## config.mk

```make
export PLATFORM = sky130hd
export DESIGN_NAME = bus_event_stamper
export DESIGN_NICKNAME = d
export VERILOG_FILES = /design/src/rtl/stamper_pkg.sv /design/src/rtl/stamp_trig_unit.sv /design/src/rtl/stamp_tick_gen.sv /design/src/rtl/stamp_gv_client.sv /design/src/rtl/stamp_rec_slot.sv /design/src/rtl/bus_event_stamper.sv
export SDC_FILE = /design/constraint.sdc
export NUM_CORES = 1
export LEC_CHECK = 0
export BUFFER_PORTS_ARGS = -buffer_cell sky130_fd_sc_hd__buf_2
export CAP_MARGIN = 10
export CORE_AREA = 2 2 234 236
export DETAILED_ROUTE_END_ITERATION = 12
export DIE_AREA = 0 0 236 238
export PLACE_DENSITY_LB_ADDON = 0.15
export SYNTH_ARGS = -nofsm -noshare
export SYNTH_HDL_FRONTEND = slang
export SYNTH_HIERARCHICAL = 1
export SYNTH_SLANG_ARGS = --single-unit
```

## constraint.sdc

```tcl
create_clock -name clk -period 5.1 [get_ports clk]
set_input_delay 1.02 -clock clk [delete_from_list [all_inputs] [get_ports clk]]
set_output_delay 1.02 -clock clk [all_outputs]
set_load 0.005 [all_outputs]
```

## src/rtl/stamper_pkg.sv

```systemverilog
package stamper_pkg;
   localparam int CFG_W  = 32;
   localparam int TYPE_W = 6;
   localparam int RESP_W = 2;

   typedef enum logic [2:0] {
      CSEL_ADDR_MASK = 3'd0,
      CSEL_ADDR_CMP  = 3'd1,
      CSEL_TYPE      = 3'd2,
      CSEL_RESP      = 3'd3,
      CSEL_MODE      = 3'd4,
      CSEL_PERIOD    = 3'd5
   } cfg_sel_e;

   typedef enum logic {
      KIND_MATCH = 1'b0,
      KIND_TICK  = 1'b1
   } kind_e;

   typedef enum logic {
      ST_IDLE = 1'b0,
      ST_REQ  = 1'b1
   } gv_state_e;
endpackage

```

## src/rtl/stamp_trig_unit.sv

```systemverilog
module stamp_trig_unit
   import stamper_pkg::*;
#(
   parameter int ADDR_W   = 32,
   parameter int PERIOD_W = 16
) (
   input  logic                clk,
   input  logic                rst_n,
   input  logic                cfg_we,
   input  logic [2:0]          cfg_sel,
   input  logic [CFG_W-1:0]    cfg_wdata,
   input  logic                obs_valid,
   input  logic [ADDR_W-1:0]   obs_addr,
   input  logic [TYPE_W-1:0]   obs_type,
   input  logic [RESP_W-1:0]   obs_resp,
   output logic                mode_en,
   output logic                mode_periodic,
   output logic                mode_wr,
   output logic [PERIOD_W-1:0] period,
   output logic                hit
);
   logic [ADDR_W-1:0] addr_mask, addr_cmp;
   logic [TYPE_W-1:0] type_mask, type_cmp;
   logic [RESP_W-1:0] resp_mask, resp_cmp;

   always_ff @(posedge clk or negedge rst_n) begin
      if (!rst_n) begin
         addr_mask     <= '0;
         addr_cmp      <= '0;
         type_mask     <= '0;
         type_cmp      <= '0;
         resp_mask     <= '0;
         resp_cmp      <= '0;
         mode_en       <= 1'b0;
         mode_periodic <= 1'b0;
         period        <= '0;
      end else if (cfg_we) begin
         case (cfg_sel_e'(cfg_sel))
            CSEL_ADDR_MASK: addr_mask <= cfg_wdata[ADDR_W-1:0];
            CSEL_ADDR_CMP:  addr_cmp  <= cfg_wdata[ADDR_W-1:0];
            CSEL_TYPE: begin
               type_cmp  <= cfg_wdata[TYPE_W-1:0];
               type_mask <= cfg_wdata[8 +: TYPE_W];
            end
            CSEL_RESP: begin
               resp_cmp  <= cfg_wdata[RESP_W-1:0];
               resp_mask <= cfg_wdata[8 +: RESP_W];
            end
            CSEL_MODE: begin
               mode_en       <= cfg_wdata[0];
               mode_periodic <= cfg_wdata[1];
            end
            CSEL_PERIOD: period <= cfg_wdata[PERIOD_W-1:0];
            default: ;
         endcase
      end
   end

   assign mode_wr = cfg_we && (cfg_sel_e'(cfg_sel) == CSEL_MODE);

   logic addr_ok, type_ok, resp_ok;
   assign addr_ok = ((obs_addr ^ addr_cmp) & addr_mask) == '0;
   assign type_ok = ((obs_type ^ type_cmp) & type_mask) == '0;
   assign resp_ok = ((obs_resp ^ resp_cmp) & resp_mask) == '0;
   assign hit     = obs_valid && addr_ok && type_ok && resp_ok;
endmodule

```

## src/rtl/stamp_tick_gen.sv

```systemverilog
module stamp_tick_gen #(
   parameter int PERIOD_W    = 16,
   parameter bit PERIODIC_EN = 1'b1
) (
   input  logic                clk,
   input  logic                rst_n,
   input  logic                run,
   input  logic                restart,
   input  logic [PERIOD_W-1:0] period,
   output logic                tick
);
   generate
      if (PERIODIC_EN) begin : g_timer
         logic [PERIOD_W-1:0] cnt;
         logic [PERIOD_W-1:0] lim;
         assign lim  = (period == '0) ? '0 : period - 1'b1;
         assign tick = run && !restart && (cnt >= lim);

         always_ff @(posedge clk or negedge rst_n) begin
            if (!rst_n)                  cnt <= '0;
            else if (restart || !run)    cnt <= '0;
            else if (cnt >= lim)         cnt <= '0;
            else                         cnt <= cnt + 1'b1;
         end

         assert_tick_gap_R10: assert property (@(posedge clk) disable iff (!rst_n)
            (tick && lim != '0) |=> !tick);
      end else begin : g_no_timer
         assign tick = 1'b0;
      end
   endgenerate
endmodule

```

## src/rtl/stamp_gv_client.sv

```systemverilog
module stamp_gv_client
   import stamper_pkg::*;
#(
   parameter int NUM_FIELDS = 5,
   parameter int FIELD_W    = 32,
   parameter int OWN_IDX    = 0,
   localparam int VEC_W     = NUM_FIELDS * FIELD_W
) (
   input  logic             clk,
   input  logic             rst_n,
   input  logic             start,
   output logic             idle,
   output logic             gv_req,
   input  logic             gv_gnt,
   input  logic [VEC_W-1:0] gv_rdata,
   output logic             gv_we,
   output logic [VEC_W-1:0] gv_wdata
);
   gv_state_e state;

   always_ff @(posedge clk or negedge rst_n) begin
      if (!rst_n) state <= ST_IDLE;
      else begin
         case (state)
            ST_IDLE: if (start)  state <= ST_REQ;
            ST_REQ:  if (gv_gnt) state <= ST_IDLE;
            default:             state <= ST_IDLE;
         endcase
      end
   end

   assign idle   = (state == ST_IDLE);
   assign gv_req = (state == ST_REQ);
   assign gv_we  = gv_req && gv_gnt;

   generate
      for (genvar f = 0; f < NUM_FIELDS; f++) begin : g_field
         if (f == OWN_IDX) begin : g_own
            assign gv_wdata[f*FIELD_W +: FIELD_W] = gv_rdata[f*FIELD_W +: FIELD_W] + 1'b1;
         end else begin : g_pass
            assign gv_wdata[f*FIELD_W +: FIELD_W] = gv_rdata[f*FIELD_W +: FIELD_W];
         end
      end
   endgenerate

   assert_req_hold_R5: assert property (@(posedge clk) disable iff (!rst_n)
      (gv_req && !gv_gnt) |=> gv_req);
   assert_we_granted_R5: assert property (@(posedge clk) disable iff (!rst_n)
      gv_we |-> gv_gnt);
endmodule

```

## src/rtl/stamp_rec_slot.sv

```systemverilog
module stamp_rec_slot #(
   parameter int VEC_W  = 160,
   parameter int INFO_W = 41
) (
   input  logic              clk,
   input  logic              rst_n,
   input  logic              load,
   input  logic [VEC_W-1:0]  load_vec,
   input  logic [INFO_W-1:0] load_info,
   input  logic              rec_ready,
   input  logic              ovf_set,
   input  logic              ovf_clr,
   output logic              rec_valid,
   output logic [VEC_W-1:0]  rec_vec,
   output logic [INFO_W-1:0] rec_info,
   output logic              ovf
);
   always_ff @(posedge clk or negedge rst_n) begin
      if (!rst_n) begin
         rec_valid <= 1'b0;
         rec_vec   <= '0;
         rec_info  <= '0;
      end else if (load) begin
         rec_valid <= 1'b1;
         rec_vec   <= load_vec;
         rec_info  <= load_info;
      end else if (rec_ready) begin
         rec_valid <= 1'b0;
      end
   end

   always_ff @(posedge clk or negedge rst_n) begin
      if (!rst_n)       ovf <= 1'b0;
      else if (ovf_set) ovf <= 1'b1;
      else if (ovf_clr) ovf <= 1'b0;
   end

   assert_rec_hold_R8: assert property (@(posedge clk) disable iff (!rst_n)
      (rec_valid && !rec_ready) |=> (rec_valid && $stable(rec_vec) && $stable(rec_info)));
   assert_ovf_sticky_R9: assert property (@(posedge clk) disable iff (!rst_n)
      (ovf && !ovf_clr) |=> ovf);
endmodule

```

## src/rtl/bus_event_stamper.sv

```systemverilog
module bus_event_stamper
   import stamper_pkg::*;
#(
   parameter int ADDR_W      = 32,
   parameter int NUM_FIELDS  = 5,
   parameter int FIELD_W     = 32,
   parameter int OWN_IDX     = 0,
   parameter int PERIOD_W    = 16,
   parameter bit PERIODIC_EN = 1'b1,
   localparam int VEC_W      = NUM_FIELDS * FIELD_W,
   localparam int INFO_W     = 1 + RESP_W + TYPE_W + ADDR_W
) (
   input  logic              clk,
   input  logic              rst_n,
   input  logic              cfg_we,
   input  logic [2:0]        cfg_sel,
   input  logic [CFG_W-1:0]  cfg_wdata,
   input  logic              obs_valid,
   input  logic [ADDR_W-1:0] obs_addr,
   input  logic [1:0]        obs_trans,
   input  logic [2:0]        obs_burst,
   input  logic              obs_lock,
   input  logic [1:0]        obs_resp,
   output logic              gv_req,
   input  logic              gv_gnt,
   input  logic [VEC_W-1:0]  gv_rdata,
   output logic              gv_we,
   output logic [VEC_W-1:0]  gv_wdata,
   output logic              rec_valid,
   input  logic              rec_ready,
   output logic              rec_kind,
   output logic [ADDR_W-1:0] rec_addr,
   output logic [5:0]        rec_type,
   output logic [1:0]        rec_resp,
   output logic [VEC_W-1:0]  rec_vec,
   output logic              rec_overflow
);
   generate
      if (OWN_IDX < 0 || OWN_IDX >= NUM_FIELDS) begin : g_bad_idx
         $error("OWN_IDX must name one of the NUM_FIELDS fields");
      end
      if (ADDR_W < 1 || ADDR_W > CFG_W) begin : g_bad_addr
         $error("ADDR_W must lie in 1..CFG_W");
      end
      if (PERIOD_W < 1 || PERIOD_W > CFG_W) begin : g_bad_period
         $error("PERIOD_W must lie in 1..CFG_W");
      end
      if (FIELD_W < 1) begin : g_bad_field
         $error("FIELD_W must be positive");
      end
   endgenerate

   logic [TYPE_W-1:0]   obs_type;
   logic                mode_en, mode_periodic, mode_wr, hit, tick;
   logic [PERIOD_W-1:0] period;
   logic                idle, trig, slot_free, accept, drop;
   logic [INFO_W-1:0]   evt_info, rec_info;

   assign obs_type = {obs_lock, obs_burst, obs_trans};

   stamp_trig_unit #(.ADDR_W(ADDR_W), .PERIOD_W(PERIOD_W)) u_trig (
      .clk, .rst_n, .cfg_we, .cfg_sel, .cfg_wdata,
      .obs_valid, .obs_addr, .obs_type, .obs_resp,
      .mode_en, .mode_periodic, .mode_wr, .period, .hit
   );

   stamp_tick_gen #(.PERIOD_W(PERIOD_W), .PERIODIC_EN(PERIODIC_EN)) u_tick (
      .clk, .rst_n,
      .run(mode_en && mode_periodic), .restart(mode_wr), .period, .tick
   );

   assign trig      = mode_en && (mode_periodic ? tick : hit);
   assign slot_free = !rec_valid || rec_ready;
   assign accept    = trig && idle && slot_free;
   assign drop      = trig && !accept;

   always_ff @(posedge clk or negedge rst_n) begin
      if (!rst_n) evt_info <= '0;
      else if (accept)
         evt_info <= {(mode_periodic ? KIND_TICK : KIND_MATCH), obs_resp, obs_type, obs_addr};
   end

   stamp_gv_client #(.NUM_FIELDS(NUM_FIELDS), .FIELD_W(FIELD_W), .OWN_IDX(OWN_IDX)) u_gv (
      .clk, .rst_n, .start(accept), .idle,
      .gv_req, .gv_gnt, .gv_rdata, .gv_we, .gv_wdata
   );

   stamp_rec_slot #(.VEC_W(VEC_W), .INFO_W(INFO_W)) u_slot (
      .clk, .rst_n, .load(gv_we), .load_vec(gv_wdata), .load_info(evt_info),
      .rec_ready, .ovf_set(drop), .ovf_clr(mode_wr),
      .rec_valid, .rec_vec, .rec_info, .ovf(rec_overflow)
   );

   assign {rec_kind, rec_resp, rec_type, rec_addr} = rec_info;

   assert_rec_after_write_R7: assert property (@(posedge clk) disable iff (!rst_n)
      gv_we |=> (rec_valid && rec_vec == $past(gv_wdata)));
   assert_disabled_quiet_R11: assert property (@(posedge clk) disable iff (!rst_n)
      !mode_en |-> !accept);
   assert_drop_no_access_R9: assert property (@(posedge clk) disable iff (!rst_n)
      (drop && idle) |=> !gv_req);
endmodule

```

==> impl_results.md <==
* Layout Skew at 0.02544 ns
* Top cells by area, synth: dfrtp_1 (54%), mux2_2 (21%), buf_4 (5.8%)
* Post-detail-place hpwl at 43,090 um
* CTS root buffer: clkbuf_16
* Slew Limit Fails at 0
* # port buffers at 605
* Gpl congestion at 0.8551
* Simple-gate portion of the synthesized area at 5.890%
* Largest net degree at the start of global routing at 126
* Cts bufs inserted at 42
* H-tree levels at 2
* Slowest-stage cell, CP: or4_1
* Number of global-route vias before repair at 11,240
* Worst Path Buf+Inv at 1
* Area after DPL at 0.01939 mm^2
* Syn_nets at 1,468
* RSZ-0062 raised after global routing: false
* Mux cell area share after synthesis at 23.64%
* WS Path Type: register to register
* R2R depth at 14
* Syn avg cell area at 13.85 um^2
* Leading area contributor after synthesis: dfrtp_1
* Main combinational cell family by area after synthesis: multiplexers
* Synth top cells by count: dfrtp_1 (359), mux2_2 (305), buf_4 (130), xor2_1 (72), nand2_1 (41)
* Worst hold start: u_trig/addr_mask[26]
* CP Cell Sequence: nor4_4 > nand2_1 > or3_1 > nor3b_1 > a21oi_1 > ha_1 > nand4_1 > or4_1 > o32a_1 > a311oi_1 > mux2i_1 > nor3_4 > buf_12 > mux2_2
* Post-synthesis cell area at 0.01672 mm^2
* Yosys warns at 6
* HP Class: register to register
* Synth cell types at 54
* Setup Fix Bufs, Post-CTS at 0
* CP delay by family, top: simple AND/OR/NAND/NOR gates
* Peak supply drop at 0.2178 mV
* Final cycle utilization of the critical path at 92.23%
* Drt first-iter violations at 397
* First-pass GRT wire length at 77,710 um
* Fmax at 212.6 MHz
* Crit path largest cell delay at 0.57 ns
* Synth top area share at 53.74%
* Static Leak at 10.57 nW
* Worst Setup End Kind: register
* Synth Area in Compound Gates at 1.647%
* Core Footprint at 0.05350 mm^2
* Syn-to-layout area delta at 24.77%
* Status: finished, final reports clean
* Top-Level Pins at 606
* WL/cell at 22.41 um
* Async SR Flop Fraction at 100.0%
* ANT nets after route at 0
* Hold slack at 0.4883 ns
* Setup violators final at 0
* Post-synthesis instance total at 1,207
* CP Data Required Time at 5.55 ns
* Startpoint Class: register
* Slew @ Worst Pin at 1.022 ns
* Min Clock Period, post-route at 4.704 ns
* Fin util at 38.99%
* Clock tree buffer depth at 3
* Clock-pin slew on the worst setup and hold paths at 0.06 ns
* CP max FO at 37
* Reg2Reg Capture Point: evt_info[11]
* Gr usage total at 18.80%
* Routed WL at 54,380 um
* Crit Reg-Reg Startpoint: u_trig/period[5]
* Die H at 238 um
* Total Neg Setup Slack at 0 ns
* Gr ovfl total at 0
* Pre-Repair DR Iteration Count at 4
* Die area at 0.05617 mm^2
* Design area at 0.02086 mm^2
* Die width at 236 um
* Hold Path End: u_trig/addr_mask[26]
* Count leader, synth: dfrtp_1
* Clock Latency Late Sink at 0.57 ns
* Starting Density at 31.25%
* CTS tree: built
* Number of enable flip-flop cells after synthesis at 0
* Via count at 11,090
* Slew margin rel. at 31.86%
* Crit path DAT at 5.15 ns
* Antenna violations before repair at 7
* DRC Markers at 0
* Seq/Total Area, Yosys at 53.74%
* Max Cap Violations at 0
* Cell Pwr Density at 379.5 mW/mm^2
* # clock sinks at 359
* Vias per cell at 4.571
* Hold Buf Count CTS at 0
* R2r setup slk at 0.40 ns
* Main synth FF type: dfrtp_1
* Adder-cell area share of the yosys netlist at 1.497%
* Fin nets at 1,958
* Seq cells post-synth at 359
* Num rows at 85
* Final Hold Viols at 0
* Post_cts resized at 0
* Hold depth at 1
* Layout cell share with drive strength beyond 1 at 60.01%
* Xor and xnor area share after synthesis at 4.977%
==> cells by family (layout without fill, tap and decap cells) <==
family / count (synthesis) / in the layout
AO/OA/AOI/OAI: 37 / 37
XOR/XNOR: 95 / 95
adder cells (fa/ha/maj): 20 / 20
buffers and inverters: 186 / 707
flip-flops: 359 / 359
multiplexers: 341 / 341
other: 0 / 2
AND/OR/NAND/NOR: 169 / 169
==> stage by stage <==
step | instances | total power, mW | worst slack (ns)
6_report | 2426 | 7.915 | 0.3964
5_1_grt | 2426 | 8.311 | 0.1136
4_1_cts | 2424 | 8.083 | 0.3440
3_5_place_dp | 2349 | 4.857 | 0.3558
3_3_place_gp | 2349 | 4.834 | 0.4461
2_1_floorplan | 1207 | 4.184 | 0.9607
==> placed cells by master (no fill, tap or decap), types with 8 or more instances in the layout <==
cell and n:
clkbuf_16 42, ha_1 20, xor2_1 72, nor3_1 11
nor2_1 36, buf_2 604, clkbuf_1 8, xnor2_1 23
nand2_1 41, inv_1 16, dfrtp_1 359, nand4_1 11
nand3_1 18, clkbuf_8 11, mux2_2 305, mux2_4 30
==> state kept, by name, summed over array words and instances, names as in the netlist, 2 cells and up <==
name                count
u_trig/resp_cmp         2
u_trig/resp_mask        2
u_slot/rec_vec        160
u_trig/type_mask        6
evt_info               41
u_trig/addr_mask       32
u_trig/addr_cmp        32
u_trig/type_cmp         6
u_slot/rec_info        41
u_tick/g_timer.cnt     16
u_trig/period          16
==> power by group <==
part           switching (mW)  total [mW]  internal, mW
sequential              0.230        3.46          3.23
clock                    1.25        3.14          1.89
combinational           0.632        1.31         0.679
==> per-layer routing <==
metal  track usage (%)  wire (um)
met5                 0         56
met2             33.77      28280
met1             22.95      22340
met4             5.018       1121
met3             3.702       2580
==> worst register-to-register path: cells and delay by family, from the launching register on <==
family	cells	cell delay [ns]
AOI/OAI and AO/OA	3	0.68
adders and majority gates	1	0.30
buffers and inverters	1	0.26
DFF	1	0.42
muxes	2	0.62
and+or+nand+nor	7	2.32
==> layout make-up <==
| cell class | count | area (um^2) |
|---|---|---|
| inverter | 16 | 60.06 |
| clock inverter | 14 | 226.5 |
| fill | 5232 | 32640 |
| multi-input combinational | 662 | 6296 |
| tap | 696 | 870.8 |
| antenna | 2 | 5.005 |
| timing repair buffer | 616 | 3183 |
| clock buffer | 61 | 1232 |
| sequential | 359 | 8984 |
==> worst max path at each step <==
stage	from	to	slack, ns	depth (start not counted)
final	u_trig/period[5]	evt_info[11]	0.40	14
after floorplan	u_trig/period[11]	evt_info[0]	0.96	15
after global routing	u_trig/period[5]	evt_info[11]	0.11	14
after CTS	u_trig/period[5]	evt_info[5]	0.34	14
after global placement	u_trig/period[4]	evt_info[15]	0.45	14
after detailed placement	u_trig/period[5]	evt_info[18]	0.36	14
No activity file was read; power rests on OpenSTA's default activity.
